**config.mk**
```make
export PLATFORM = sky130hd
export DESIGN_NAME = wdog_timer
export DESIGN_NICKNAME = d
export VERILOG_FILES = /design/src/rtl/wdt_pkg.sv /design/src/rtl/wdt_regs.sv /design/src/rtl/wdt_counter.sv /design/src/rtl/wdt_response.sv /design/src/rtl/wdog_timer.sv
export SDC_FILE = /design/constraint.sdc
export NUM_CORES = 1
export LEC_CHECK = 0
export CAP_MARGIN = 20
export CORE_MARGIN = 3
export CORE_UTILIZATION = 40
export DETAILED_ROUTE_END_ITERATION = 8
export DONT_BUFFER_PORTS = 1
export SYNTH_ARGS = -nofsm -noshare
export SYNTH_HDL_FRONTEND = slang
export SYNTH_SLANG_ARGS = --single-unit
```
**constraint.sdc**
```tcl
create_clock -name clk -period 2.8 [get_ports clk]
set_input_delay 0.42 -clock clk [delete_from_list [all_inputs] [get_ports clk]]
set_output_delay 0.42 -clock clk [all_outputs]
set_load 0.01 [all_outputs]
```
**src/rtl/wdt_pkg.sv**
```systemverilog
package wdt_pkg;
  localparam logic [31:0] OFF_CTRL  = 32'h0000_0000;
  localparam logic [31:0] OFF_SEL   = 32'h0000_0004;
  localparam logic [31:0] OFF_COUNT = 32'h0000_0008;
  localparam logic [31:0] OFF_KICK  = 32'h0000_000C;
  localparam logic [31:0] KICK_KEY  = 32'h0000_0076;

  localparam int NUM_PERIODS = 16;
  localparam int SEL_W       = 4;

  typedef struct packed {
    logic mode;
    logic en;
  } ctrl_t;

  typedef struct packed {
    logic [SEL_W-1:0] init_sel;
    logic [SEL_W-1:0] run_sel;
  } sel_t;
endpackage

```
**src/rtl/wdt_regs.sv**
```systemverilog
module wdt_regs
  import wdt_pkg::*;
#(
  parameter int CNT_W = 32
) (
  input  logic             clk,
  input  logic             rst_n,
  input  logic [31:0]      addr_i,
  input  logic [31:0]      wdata_i,
  input  logic             wr_i,
  input  logic             rd_i,
  input  logic [CNT_W-1:0] cnt_i,
  output logic [31:0]      rdata_o,
  output ctrl_t            ctrl_o,
  output sel_t             sel_o,
  output logic             kick_o
);
  ctrl_t       ctrl_q;
  sel_t        sel_q;
  logic [31:0] cnt_ext;
  logic [31:0] rd_mux;

  generate
    if (CNT_W >= 32) begin : g_trunc
      assign cnt_ext = cnt_i[31:0];
    end else begin : g_pad
      assign cnt_ext = {{(32-CNT_W){1'b0}}, cnt_i};
    end
  endgenerate

  // Enable is sticky: only rst_n clears it.
  always_ff @(posedge clk) begin
    if (!rst_n) begin
      ctrl_q <= '0;
      sel_q  <= '0;
    end else if (wr_i) begin
      if (addr_i == OFF_CTRL) begin
        ctrl_q.en   <= ctrl_q.en | wdata_i[0];
        ctrl_q.mode <= wdata_i[1];
      end
      if (addr_i == OFF_SEL) begin
        sel_q <= sel_t'(wdata_i[2*SEL_W-1:0]);
      end
    end
  end

  // Key match only counts when the block is running.
  assign kick_o = wr_i && ctrl_q.en && (addr_i == OFF_KICK) && (wdata_i == KICK_KEY);

  always_comb begin
    rd_mux = '0;
    unique case (addr_i)
      OFF_CTRL:  rd_mux = {30'd0, ctrl_q};
      OFF_SEL:   rd_mux = {24'd0, sel_q};
      OFF_COUNT: rd_mux = cnt_ext;
      default:   rd_mux = '0;
    endcase
  end

  always_ff @(posedge clk) begin
    if (!rst_n) rdata_o <= '0;
    else        rdata_o <= rd_i ? rd_mux : '0;
  end

  assign ctrl_o = ctrl_q;
  assign sel_o  = sel_q;

  AST_EN_STICKY: assert property (@(posedge clk) disable iff (!rst_n)
    ctrl_q.en |=> ctrl_q.en);
  AST_RDATA_IDLE: assert property (@(posedge clk) disable iff (!rst_n)
    !rd_i |=> (rdata_o == 32'd0));
endmodule

```
**src/rtl/wdt_counter.sv**
```systemverilog
module wdt_counter
  import wdt_pkg::*;
#(
  parameter int BASE_EXP = 16,
  parameter int CNT_W    = BASE_EXP + NUM_PERIODS
) (
  input  logic             clk,
  input  logic             rst_n,
  input  logic             en_i,
  input  logic             kick_i,
  input  sel_t             sel_i,
  output logic [CNT_W-1:0] cnt_o,
  output logic             expire_o
);
  localparam logic [CNT_W-1:0] ONE = {{(CNT_W-1){1'b0}}, 1'b1};

  logic [CNT_W-1:0] per_tab [NUM_PERIODS];
  logic [CNT_W-1:0] cnt_q;
  logic [CNT_W-1:0] run_len;
  logic [CNT_W-1:0] init_len;

  // One power-of-two length per select index.
  for (genvar g = 0; g < NUM_PERIODS; g++) begin : g_per
    assign per_tab[g] = ONE << (BASE_EXP + g);
  end

  assign run_len  = per_tab[sel_i.run_sel];
  assign init_len = per_tab[sel_i.init_sel];

  // A restart in the last cycle beats the expiry.
  assign expire_o = en_i && (cnt_q == ONE) && !kick_i;

  always_ff @(posedge clk) begin
    if (!rst_n)                 cnt_q <= per_tab[0];
    else if (!en_i)             cnt_q <= init_len;
    else if (kick_i || expire_o) cnt_q <= run_len;
    else                        cnt_q <= cnt_q - ONE;
  end

  assign cnt_o = cnt_q;

  AST_CNT_NONZERO: assert property (@(posedge clk) disable iff (!rst_n)
    en_i |-> (cnt_q != '0));
  AST_KICK_NO_EXPIRE: assert property (@(posedge clk) disable iff (!rst_n)
    (en_i && kick_i) |=> (cnt_q == $past(run_len)));
endmodule

```
**src/rtl/wdt_response.sv**
```systemverilog
module wdt_response #(
  parameter int RST_PULSE = 16
) (
  input  logic clk,
  input  logic rst_n,
  input  logic expire_i,
  input  logic kick_i,
  input  logic mode_i,
  output logic irq_o,
  output logic sys_rst_o
);
  localparam int PW = $clog2(RST_PULSE + 1);

  logic          irq_q;
  logic [PW-1:0] pulse_q;

  always_ff @(posedge clk) begin
    if (!rst_n) begin
      irq_q   <= 1'b0;
      pulse_q <= '0;
    end else begin
      if (pulse_q != '0) pulse_q <= pulse_q - PW'(1);
      if (kick_i)        irq_q   <= 1'b0;
      if (expire_i) begin
        if (mode_i && !irq_q) begin
          irq_q <= 1'b1;
        end else begin
          irq_q   <= 1'b0;
          pulse_q <= PW'(RST_PULSE);
        end
      end
    end
  end

  assign irq_o     = irq_q;
  assign sys_rst_o = (pulse_q != '0);

  AST_IRQ_CLEAR: assert property (@(posedge clk) disable iff (!rst_n)
    kick_i |=> !irq_o);
  AST_DIRECT_RESET: assert property (@(posedge clk) disable iff (!rst_n)
    (expire_i && !mode_i) |=> (sys_rst_o && !irq_o));
  AST_FIRST_EXPIRY: assert property (@(posedge clk) disable iff (!rst_n)
    (expire_i && mode_i && !irq_o) |=> irq_o);
  AST_SECOND_EXPIRY: assert property (@(posedge clk) disable iff (!rst_n)
    (expire_i && mode_i && irq_o) |=> (sys_rst_o && !irq_o));
endmodule

```
**src/rtl/wdog_timer.sv**
```systemverilog
module wdog_timer
  import wdt_pkg::*;
#(
  parameter int BASE_EXP  = 16,
  parameter int RST_PULSE = 16
) (
  input  logic        clk,
  input  logic        rst_n,
  input  logic [31:0] bus_addr,
  input  logic [31:0] bus_wdata,
  input  logic        bus_wr,
  input  logic        bus_rd,
  output logic [31:0] bus_rdata,
  output logic        irq,
  output logic        sys_rst
);
  localparam int CNT_W = BASE_EXP + NUM_PERIODS;

  ctrl_t            ctrl;
  sel_t             sel;
  logic             kick;
  logic             expire;
  logic [CNT_W-1:0] cnt;

  wdt_regs #(.CNT_W(CNT_W)) u_regs (
    .clk     (clk),
    .rst_n   (rst_n),
    .addr_i  (bus_addr),
    .wdata_i (bus_wdata),
    .wr_i    (bus_wr),
    .rd_i    (bus_rd),
    .cnt_i   (cnt),
    .rdata_o (bus_rdata),
    .ctrl_o  (ctrl),
    .sel_o   (sel),
    .kick_o  (kick)
  );

  wdt_counter #(.BASE_EXP(BASE_EXP), .CNT_W(CNT_W)) u_cnt (
    .clk      (clk),
    .rst_n    (rst_n),
    .en_i     (ctrl.en),
    .kick_i   (kick),
    .sel_i    (sel),
    .cnt_o    (cnt),
    .expire_o (expire)
  );

  wdt_response #(.RST_PULSE(RST_PULSE)) u_resp (
    .clk       (clk),
    .rst_n     (rst_n),
    .expire_i  (expire),
    .kick_i    (kick),
    .mode_i    (ctrl.mode),
    .irq_o     (irq),
    .sys_rst_o (sys_rst)
  );

  AST_NO_RST_WHEN_OFF: assert property (@(posedge clk) disable iff (!rst_n)
    (!ctrl.en && !sys_rst) |=> !sys_rst);
endmodule

```
## Word level (Yosys, flattened, before mapping)

Memory sizes are Yosys's and may differ from the RTL's.
Cells that the tools add are included.

- Logic and storage cells: 50
- Input port bits: 68
- ROM bits: 1024
- Memories: 2
- Bits in registers: 80
- Output and inout bits: 34

- Add/sub/neg operators: 2
- Equal/unequal tests: 5
- Reductions and logical operators: 15
- Mux-type cells: 13
- Bitwise operators: 3
- Order comparisons: 2

Memory list:

| name | depth | bits a word | rd ports | clocked after Yosys merged registers in | wr ports | line | RTL |
|---|---|---|---|---|---|---|---|
| (no name shown) | 16 | 32 | 1 | 0 | 0 | wdt_counter.sv:27 | `assign run_len = per_tab[sel_i.run_sel];` |
| (no name shown) | 16 | 32 | 1 | 0 | 0 | wdt_counter.sv:28 | `assign init_len = per_tab[sel_i.init_sel];` |

Operator list:

| cell | number |
|---|---|
| 32-bit two-way mux | 6 |
| 32-bit case mux with 3 select lines | 1 |
| 32-bit by 4-bit equality test with 1-bit output, second input constant | 2 |
| 32-bit by 1-bit equality test with 1-bit output, second input constant | 1 |
| 32-bit by 3-bit equality test with 1-bit output, second input constant | 1 |
| 32-bit by 7-bit equality test with 1-bit output, second input constant | 1 |
| 32-bit zero test | 1 |
| 32-bit by 1-bit subtractor with 32-bit output, second input constant | 1 |
| 5-bit two-way mux | 3 |
| 5-bit >= comparator, second input constant | 2 |
| 4-bit NOT with 5-bit output | 2 |
| 1-bit logical AND | 6 |
| 2-bit AND reduction | 3 |
| 5-bit nonzero test | 1 |
| 5-bit by 1-bit subtractor with 5-bit output, second input constant | 1 |
| 1-bit two-way mux | 3 |
| 1-bit zero test | 2 |
| 2-bit nonzero test | 1 |
| 1-bit logical OR | 1 |
| 1-bit OR | 1 |

## Longest topological paths before layout

Gate-level depths: netlist of run 1.

- Depth in word-level cells: 8
- Gate-level depth with buffers: 8
- Depth with buffers taken out: 8

## By module

From an unflattened synthesis of run 1, not the netlist that was laid out.

- Cells, all modules: 416
- Area total of the unflattened synthesis: 3757.4 um^2

Modules (own cells, without submodules):

| module | cells an instance | area each (um^2) | sequential area each (um^2) | times used |
|---|---|---|---|---|
| wdt_counter | 228 | 1893.1 | 640.6 | 1 |
| wdt_regs | 158 | 1585.3 | 840.8 | 1 |
| wdt_response | 30 | 279.0 | 120.1 | 1 |

## Least setup slack after synthesis of run 1

OpenSTA, ideal clock, no wires.

- Kind: register to register
- Start: register u_cnt.cnt_q[24], in the netlist u_cnt.cnt_o[24]
- End: register u_cnt.cnt_q[28], in the netlist u_cnt.cnt_o[28]
- Path buffers: 1
- Arrival: 2019 ps
- Setup time: 116 ps
- Slack: 665 ps
- Data required time: 2684 ps
- Stages on the path, launching flop included: 7
- Period minus slack after synthesis: 2135 ps
- Cell sequence: dfxtp_1 -> or3_1 -> or2_1 -> buf_6 -> or4_1 -> and3_1 -> o211a_1

- Longest elaborated chain between the ends: 6
- Elaborated cells on any way between the ends: 7
- Those cells by class: add/sub: 1; eq/ne: 1; mux: 2; reduce/logical: 3

RTL lines:

| item | line | RTL |
|---|---|---|
| start, declared | wdt_counter.sv:18 | `logic [CNT_W-1:0] cnt_q;` |
| start signal, assigned | wdt_counter.sv:34 | `if (!rst_n) cnt_q <= per_tab[0];` |
| start signal, assigned | wdt_counter.sv:35 | `else if (!en_i) cnt_q <= init_len;` |
| start signal, assigned | wdt_counter.sv:36 | `else if (kick_i \|\| expire_o) cnt_q <= run_len;` |
| parallel branches: the longest is 4 deep, another holds 32-bit by 1-bit subtractor with 32-bit output | - |  |
| 32-bit two-way mux * | wdt_counter.sv:36 |  |
| 32-bit two-way mux * | wdt_counter.sv:35 |  |

Mark *: on every way between the ends.
A chain may end at the register's enable or synchronous reset.

## Worst setup path after layout of run 1

- Start: register u_cnt.cnt_q[17], in the netlist u_cnt.cnt_o[17]
- End: register u_cnt.cnt_q[25], in the netlist u_cnt.cnt_o[25]

Same word-level chain as after synthesis.

==> results.yml, run 1 <==
cts:
  clockBufferDepth: 2
  cts_root_buffer_type: "sky130_fd_sc_hd__clkbuf_8"
  cts_resized: 0
  postCtsSetupBuffers: 0
  cts_inserted_buffers: 9
  clock-sinks: 80
  cts_tree: "done"
  path_clk_slew_ns: 0.09
  count_of_hold_fix_buffers_inserted_at_cts: 0
  clock_tree.htree_level_count: 3
  clock_latency_ns: 0.35
run_status:
  outcome: "finished clean"
grt:
  globalRoute.totalOverflow: 0
  grt_first_pass_wirelength_mm: 15.0
  grt_start_max_net_pins: 25
  antenna_found_initial: 0
  grt_util_all_layers: 0.187
  number_of_global_route_vias_before_repair: 2938
synthesis:
  postSynthCellCount: 413
  avgSynthCellArea_sq_um: 8.75
  synth_top_area_cell: "sky130_fd_sc_hd__dfxtp_1"
  yosys.area.top_type_share: 0.443
  synth_flop_cell: "sky130_fd_sc_hd__dfxtp_1"
  ys_ff_latch: 80
  async_set_or_reset_flop_fraction_in_the_synthesized_netlist: 0
  synth-warning-count: 0
  syn_nets: 484
  synthDistinctLibCells: 48
  ys_seq_area_frac: 0.443
  synth_edf_count: 0
  yosys-top-cells-area: "sky130_fd_sc_hd__dfxtp_1, sky130_fd_sc_hd__nor2_1, sky130_fd_sc_hd__and2_1"
  synth.cell_area_sq_mm: 0.00361
sta:
  setup_violations: 0
  timing.fmax_mhz: 405
  period_needed_ns: 2.47
  worst_pin_slew_ns: 0.517
  fin_setup_tns_ns: 0
  skew_ns: 0.00924
  finalHoldViolCount: 0
  final.setup.worst_slack_ns: 0.329
  fin_crit_sh: 0.883
  max_slew_margin: 0.655
  pins_over_their_slew_limit: 0
  unrepaired_setup_endpoints_after_global_routing: "no"
floorplan:
  core.rowCount: 34
  die-area_sq_mm: 0.0102
  chip_height_um: 101
  start_util: 0.412
  core_area_sq_mm: 0.00876
  floorplan.io_pins: 102
  die_w_um: 101
critical_path:
  timing.reg2reg.worst_path_depth: 6
  worst_path_largest_cell_delay_ns: 0.57
  worst_setup_path_start_kind: "register"
  timing.critical_path.to_type: "register"
  crit_type: "reg -> reg"
  cpLargestDelayFamily: "simple AND/OR/NAND/NOR gates"
  critical_path_buf_inv_count: 0
  crit_path_cell_trace: "nor4_2, nand4b_2, nor4_4, a31oi_2, or4_1, o211ai_1"
  cp.required_ns: 3.07
  cp_slowest_cell: "sky130_fd_sc_hd__or4_1"
  critical_path_cell_count: 6
  cp-startpoint: "u_cnt.cnt_o[17]$_SDFF_PN0_"
  cp_data_arrival_time_ns: 2.74
  critical_path.reg2reg.startpoint: "u_cnt.cnt_o[17]$_SDFF_PN0_"
  path_max_fanout: 12
job:
  timing.max_cap.violations: 0
hold_path:
  worst_hold_launch: "bus_wdata[0]"
  worst_hold_path_type: "in -> reg"
  min_path_cells: 2
layout:
  mostFrequentLayoutCells: "sky130_fd_sc_hd__dfxtp_1, sky130_fd_sc_hd__nor2_1, sky130_fd_sc_hd__nand2_1"
  post_route_cells_drive_above_1_share: 0.0831
  layout.filler_cells: 887
  final_net_count: 487
  areaGrowthSynthToFinish_pct: 9.66
  num_antenna_cells: 0
  mostFrequentLayoutCell: "sky130_fd_sc_hd__dfxtp_1"
detailed_routing:
  route.final.wire_length_mm: 9.10
  route.vias.total: 2991
  drt_first_pass_iters: 4
  vias_per_cell: 5.65
  drt-initial-drc-count: 202
  ant_nets: 0
  wl_per_cell_um: 17.2
  remaining_drc_errors: 0
placement:
  port_buffers: 0
  globalplace.congestion: 0.865
  pre_cts_slack_ns: 0.340
  detailed_place_hpwl_mm: 7.04
power_and_ir_drop:
  power.density_cell_area_mw_per_mm2: 565
  design_power_total_mw: 2.24
  leakagePower_nw: 1.54
  peakVddDrop_mv: 0.340
[flip-flops by register name (all words and copies together), names as in the netlist]
| signal | flops |
|---|---|
| u_cnt.cnt_o | 32 |
| u_regs.ctrl_o | 2 |
| u_regs.rdata_o | 32 |
| u_regs.sel_o | 8 |
| u_resp.irq_o | 1 |
| u_resp.pulse_q | 5 |
[path summary, 6_finish.rpt]
| check | end | slack [ns] |
|---|---|---|
| worst min register to register | u_cnt.cnt_o[13]$_SDFF_PP0_ | 0.48 |
| worst min-delay path | u_regs.sel_o[0]$_SDFFE_PN0P_ | 0.21 |
| worst max register to register | u_cnt.cnt_o[25]$_SDFF_PN0_ | 0.33 |
| worst max-delay path | u_cnt.cnt_o[25]$_SDFF_PN0_ | 0.33 |
[per-layer routing]
layer | GRT usage | share of wire | vias up
met3 | 0.0464 | 0.074 | 8
met2 | 0.300 | 0.46 | 137
met1 | 0.249 | 0.45 | 1352
li1 | - | - | 1494
met5 | 0 | 0 | -
met4 | 0.0542 | 0.0090 | 0
[report_power, final]
part | switching, mW | leakage (nW) | total (mW) | internal (mW)
Sequential | 0.0186 | 0.645 | 1.18 | 1.16
Clock | 0.447 | 0.105 | 0.898 | 0.451
Combinational | 0.0879 | 0.792 | 0.160 | 0.0722
[cell usage after synthesis (3+ instances only)]
cell type and count:
sky130_fd_sc_hd__ha_1 3, sky130_fd_sc_hd__nand4_1 6, sky130_fd_sc_hd__nand2b_1 8, sky130_fd_sc_hd__nor2b_1 5
sky130_fd_sc_hd__dfxtp_1 80, sky130_fd_sc_hd__nand3_1 28, sky130_fd_sc_hd__a22oi_1 6, sky130_fd_sc_hd__or3_1 8
sky130_fd_sc_hd__and2_1 25, sky130_fd_sc_hd__nor3_1 15, sky130_fd_sc_hd__nor2_1 44, sky130_fd_sc_hd__and3_1 3
sky130_fd_sc_hd__mux2i_1 3, sky130_fd_sc_hd__nor4b_1 7, sky130_fd_sc_hd__xnor2_1 11, sky130_fd_sc_hd__o21ai_0 4
sky130_fd_sc_hd__or4_1 10, sky130_fd_sc_hd__o221ai_1 6, sky130_fd_sc_hd__nand2_1 34, sky130_fd_sc_hd__xor2_1 17
sky130_fd_sc_hd__nor4_1 15, sky130_fd_sc_hd__clkbuf_1 13, sky130_fd_sc_hd__inv_1 6, sky130_fd_sc_hd__o211ai_1 5
sky130_fd_sc_hd__a21oi_1 19, sky130_fd_sc_hd__o31ai_1 4
[per-stage QoR]
stage / cell area, sq um / utilization / std cells / hold slack (ns)
after global placement: 3750 / 0.428 / 513 / 0.473
after global routing: 3960 / 0.452 / 529 / 0.185
after detailed placement: 3750 / 0.428 / 513 / 0.472
after CTS: 3960 / 0.452 / 529 / 0.192
final: 3960 / 0.452 / 529 / 0.209
after floorplan: 3610 / - / 413 / 0.445
[logic make-up (layout without fill, tap and decap cells)]
group / count (synthesis) / count (layout) / share of synthesized area
multiplexers: 3 / 3 / 0.00831
flip-flops: 80 / 80 / 0.443
AND/OR/NAND/NOR: 223 / 223 / 0.345
buffers and inverters: 23 / 31 / 0.0263
XOR/XNOR: 28 / 28 / 0.0679
AO/OA/AOI/OAI: 53 / 53 / 0.0994
adder cells (fa/ha/maj): 3 / 3 / 0.0104
[final cells by class]
cell class,count,area [sq um],share of cell area
tap,108,135,0.0341
multi-input combinational,310,1920,0.485
sequential,80,1600,0.404
clock inverter,6,75.1,0.0189
clock buffer,10,138,0.0347
timing repair buffer,9,67.6,0.0171
inverter,6,22.5,0.00568
Power figures use the tool's default switching activity.
==> inputs of run 2 (changes only) <==
--- a/config.mk
+++ b/config.mk
@@ -10,6 +10,7 @@
 export CORE_UTILIZATION = 40
 export DETAILED_ROUTE_END_ITERATION = 8
 export DONT_BUFFER_PORTS = 1
+export MAX_ROUTING_LAYER = met4
 export SYNTH_ARGS = -nofsm -noshare
 export SYNTH_HDL_FRONTEND = slang
 export SYNTH_SLANG_ARGS = --single-unit
==> run 2 against run 1 <==
Global-route usage up 0.51 points. Wire length increased by 2.3%. Design area shrank 1.1%. Critical endpoint is now u_cnt.cnt_o[16]$_SDFF_PN1_. Largest cell class unchanged.
==> results.yml, run 2 (synthesis gave the netlist of run 1 again) <==
layout:
  num_antenna_cells: 0
  areaGrowthSynthToFinish_pct: 8.48
  final_net_count: 488
  post_route_cells_drive_above_1_share: 0.0806
  mostFrequentLayoutCell: "sky130_fd_sc_hd__dfxtp_1"
  mostFrequentLayoutCells: "sky130_fd_sc_hd__dfxtp_1, sky130_fd_sc_hd__nor2_1, sky130_fd_sc_hd__nand2_1"
grt:
  grt_start_max_net_pins: 25
  grt_util_all_layers: 0.192
  antenna_found_initial: 0
  grt_first_pass_wirelength_mm: 15.0
  number_of_global_route_vias_before_repair: 2972
  globalRoute.totalOverflow: 0
hold_path:
  worst_hold_path_type: "in -> reg"
  worst_hold_launch: "rst_n"
sta:
  pins_over_their_slew_limit: 0
  unrepaired_setup_endpoints_after_global_routing: "no"
  setup_violations: 0
  hold_ws_ns: 0.207
  fin_setup_tns_ns: 0
  fin_crit_sh: 0.902
  period_needed_ns: 2.53
  finalHoldViolCount: 0
  max_slew_margin: 0.460
  worst_pin_slew_ns: 0.808
  timing.fmax_mhz: 396
  skew_ns: 0.0112
detailed_routing:
  remaining_drc_errors: 0
  wl_per_cell_um: 17.6
  vias_per_cell: 5.82
  route.vias.total: 3082
  dr_wl_met3_um: 683
  top_layer_used: "met4"
  drt-initial-drc-count: 231
  route.final.wire_length_mm: 9.31
  wire_length_the_detailed_router_placed_on_met1_mm: 4.28
  ant_nets: 0
  wl_met2_mm: 4.24
  drt_first_pass_iters: 7
cts:
  clock_tree.htree_level_count: 3
  clockBufferDepth: 2
  count_of_hold_fix_buffers_inserted_at_cts: 0
  postCtsSetupBuffers: 0
  cts_tree: "done"
  cts_inserted_buffers: 9
  clock-sinks: 80
  clock_latency_ns: 0.35
  cts_resized: 0
  cts_root_buffer_type: "sky130_fd_sc_hd__clkbuf_8"
  path_clk_slew_ns: 0.08
critical_path:
  cp_slowest_cell: "sky130_fd_sc_hd__or4_1"
  path_max_fanout: 18
  worst-r2r-setup-slack_ns: 0.27
  crit_path_cell_trace: "or3_1, or2_1, nor4_4, a31oi_2, or4_1, a21oi_1"
  cp-startpoint: "u_cnt.cnt_o[24]$_SDFF_PN0_"
  timing.critical_path.to_type: "register"
  crit_type: "reg -> reg"
  critical_path.reg2reg.startpoint: "u_cnt.cnt_o[24]$_SDFF_PN0_"
  cp_data_arrival_time_ns: 2.80
  worst_path_largest_cell_delay_ns: 0.58
  cpLargestDelayFamily: "simple AND/OR/NAND/NOR gates"
  critical_path_buf_inv_count: 0
  worst_setup_path_start_kind: "register"
  cp.required_ns: 3.07
power_and_ir_drop:
  share_clk_of_total_power: 0.356
  comb_power_share: 0.076
  peakVddDrop_mv: 0.389
  switching_power_uw: 526
  design_power_total_mw: 2.08
  power.sequential.fraction: 0.567
  leakagePower_nw: 1.52
  power.share.switching: 0.253
  power.density_cell_area_mw_per_mm2: 532
  power_report.internal_total_mw: 1.56
floorplan:
  core.rowCount: 34
  floorplan.io_pins: 102
  start_util: 0.412
  die_w_um: 101
  core_area_sq_mm: 0.00876
  chip_height_um: 101
  die-area_sq_mm: 0.0102
job:
  timing.max_cap.violations: 0
placement:
  globalplace.congestion: 0.907
  port_buffers: 0
  detailed_place_hpwl_mm: 7.05
run_status:
  outcome: "finished clean"
## run 2: path summary, 6_finish.rpt
| path | end | depth (start not counted) |
|---|---|---|
| worst max-delay path | u_cnt.cnt_o[16]$_SDFF_PN1_ | 6 |
| worst min-delay path | u_cnt.cnt_o[28]$_SDFF_PN0_ | 1 |
| worst max register to register | u_cnt.cnt_o[16]$_SDFF_PN1_ | 6 |
| worst min register to register | u_cnt.cnt_o[13]$_SDFF_PP0_ | 2 |
## run 2: power by group through the flow
| stage | Combinational (mW) | Clock, mW | Sequential [mW] |
|---|---|---|---|
| 2_1_floorplan | 0.141 | 0 | 1.21 |
| 3_3_place_gp | 0.155 | 0 | 1.21 |
| 3_5_place_dp | 0.161 | 0 | 1.21 |
| 4_1_cts | 0.162 | 0.762 | 1.18 |
| 5_1_grt | 0.179 | 0.814 | 1.19 |
| 6_report | 0.159 | 0.742 | 1.18 |
## run 2: stage by stage
step	setup slack, ns	cells	util	cell area, sq um
final	0.273	530	0.447	3920
after global routing	0.0889	530	0.447	3920
after CTS	0.325	530	0.447	3920
after detailed placement	0.304	514	0.429	3760
after global placement	0.366	514	0.429	3760
after floorplan	0.665	413	-	3610
## run 2: routing by layer
metal  up-vias  track usage
li1       1485            -
met1      1421        0.255
met2       164        0.289
met3        12       0.0374
met4         0       0.0746
met5         -            -
## run 2: area by class of cell
type,instances,area (sq um)
Clock inverter,5,31.3
Clock buffer,11,131
Tap cell,108,135
Inverter,6,22.5
Fill cell,914,4840
Sequential cell,80,1600
Timing Repair Buffer,10,75.1
Multi-Input combinational cell,310,1920
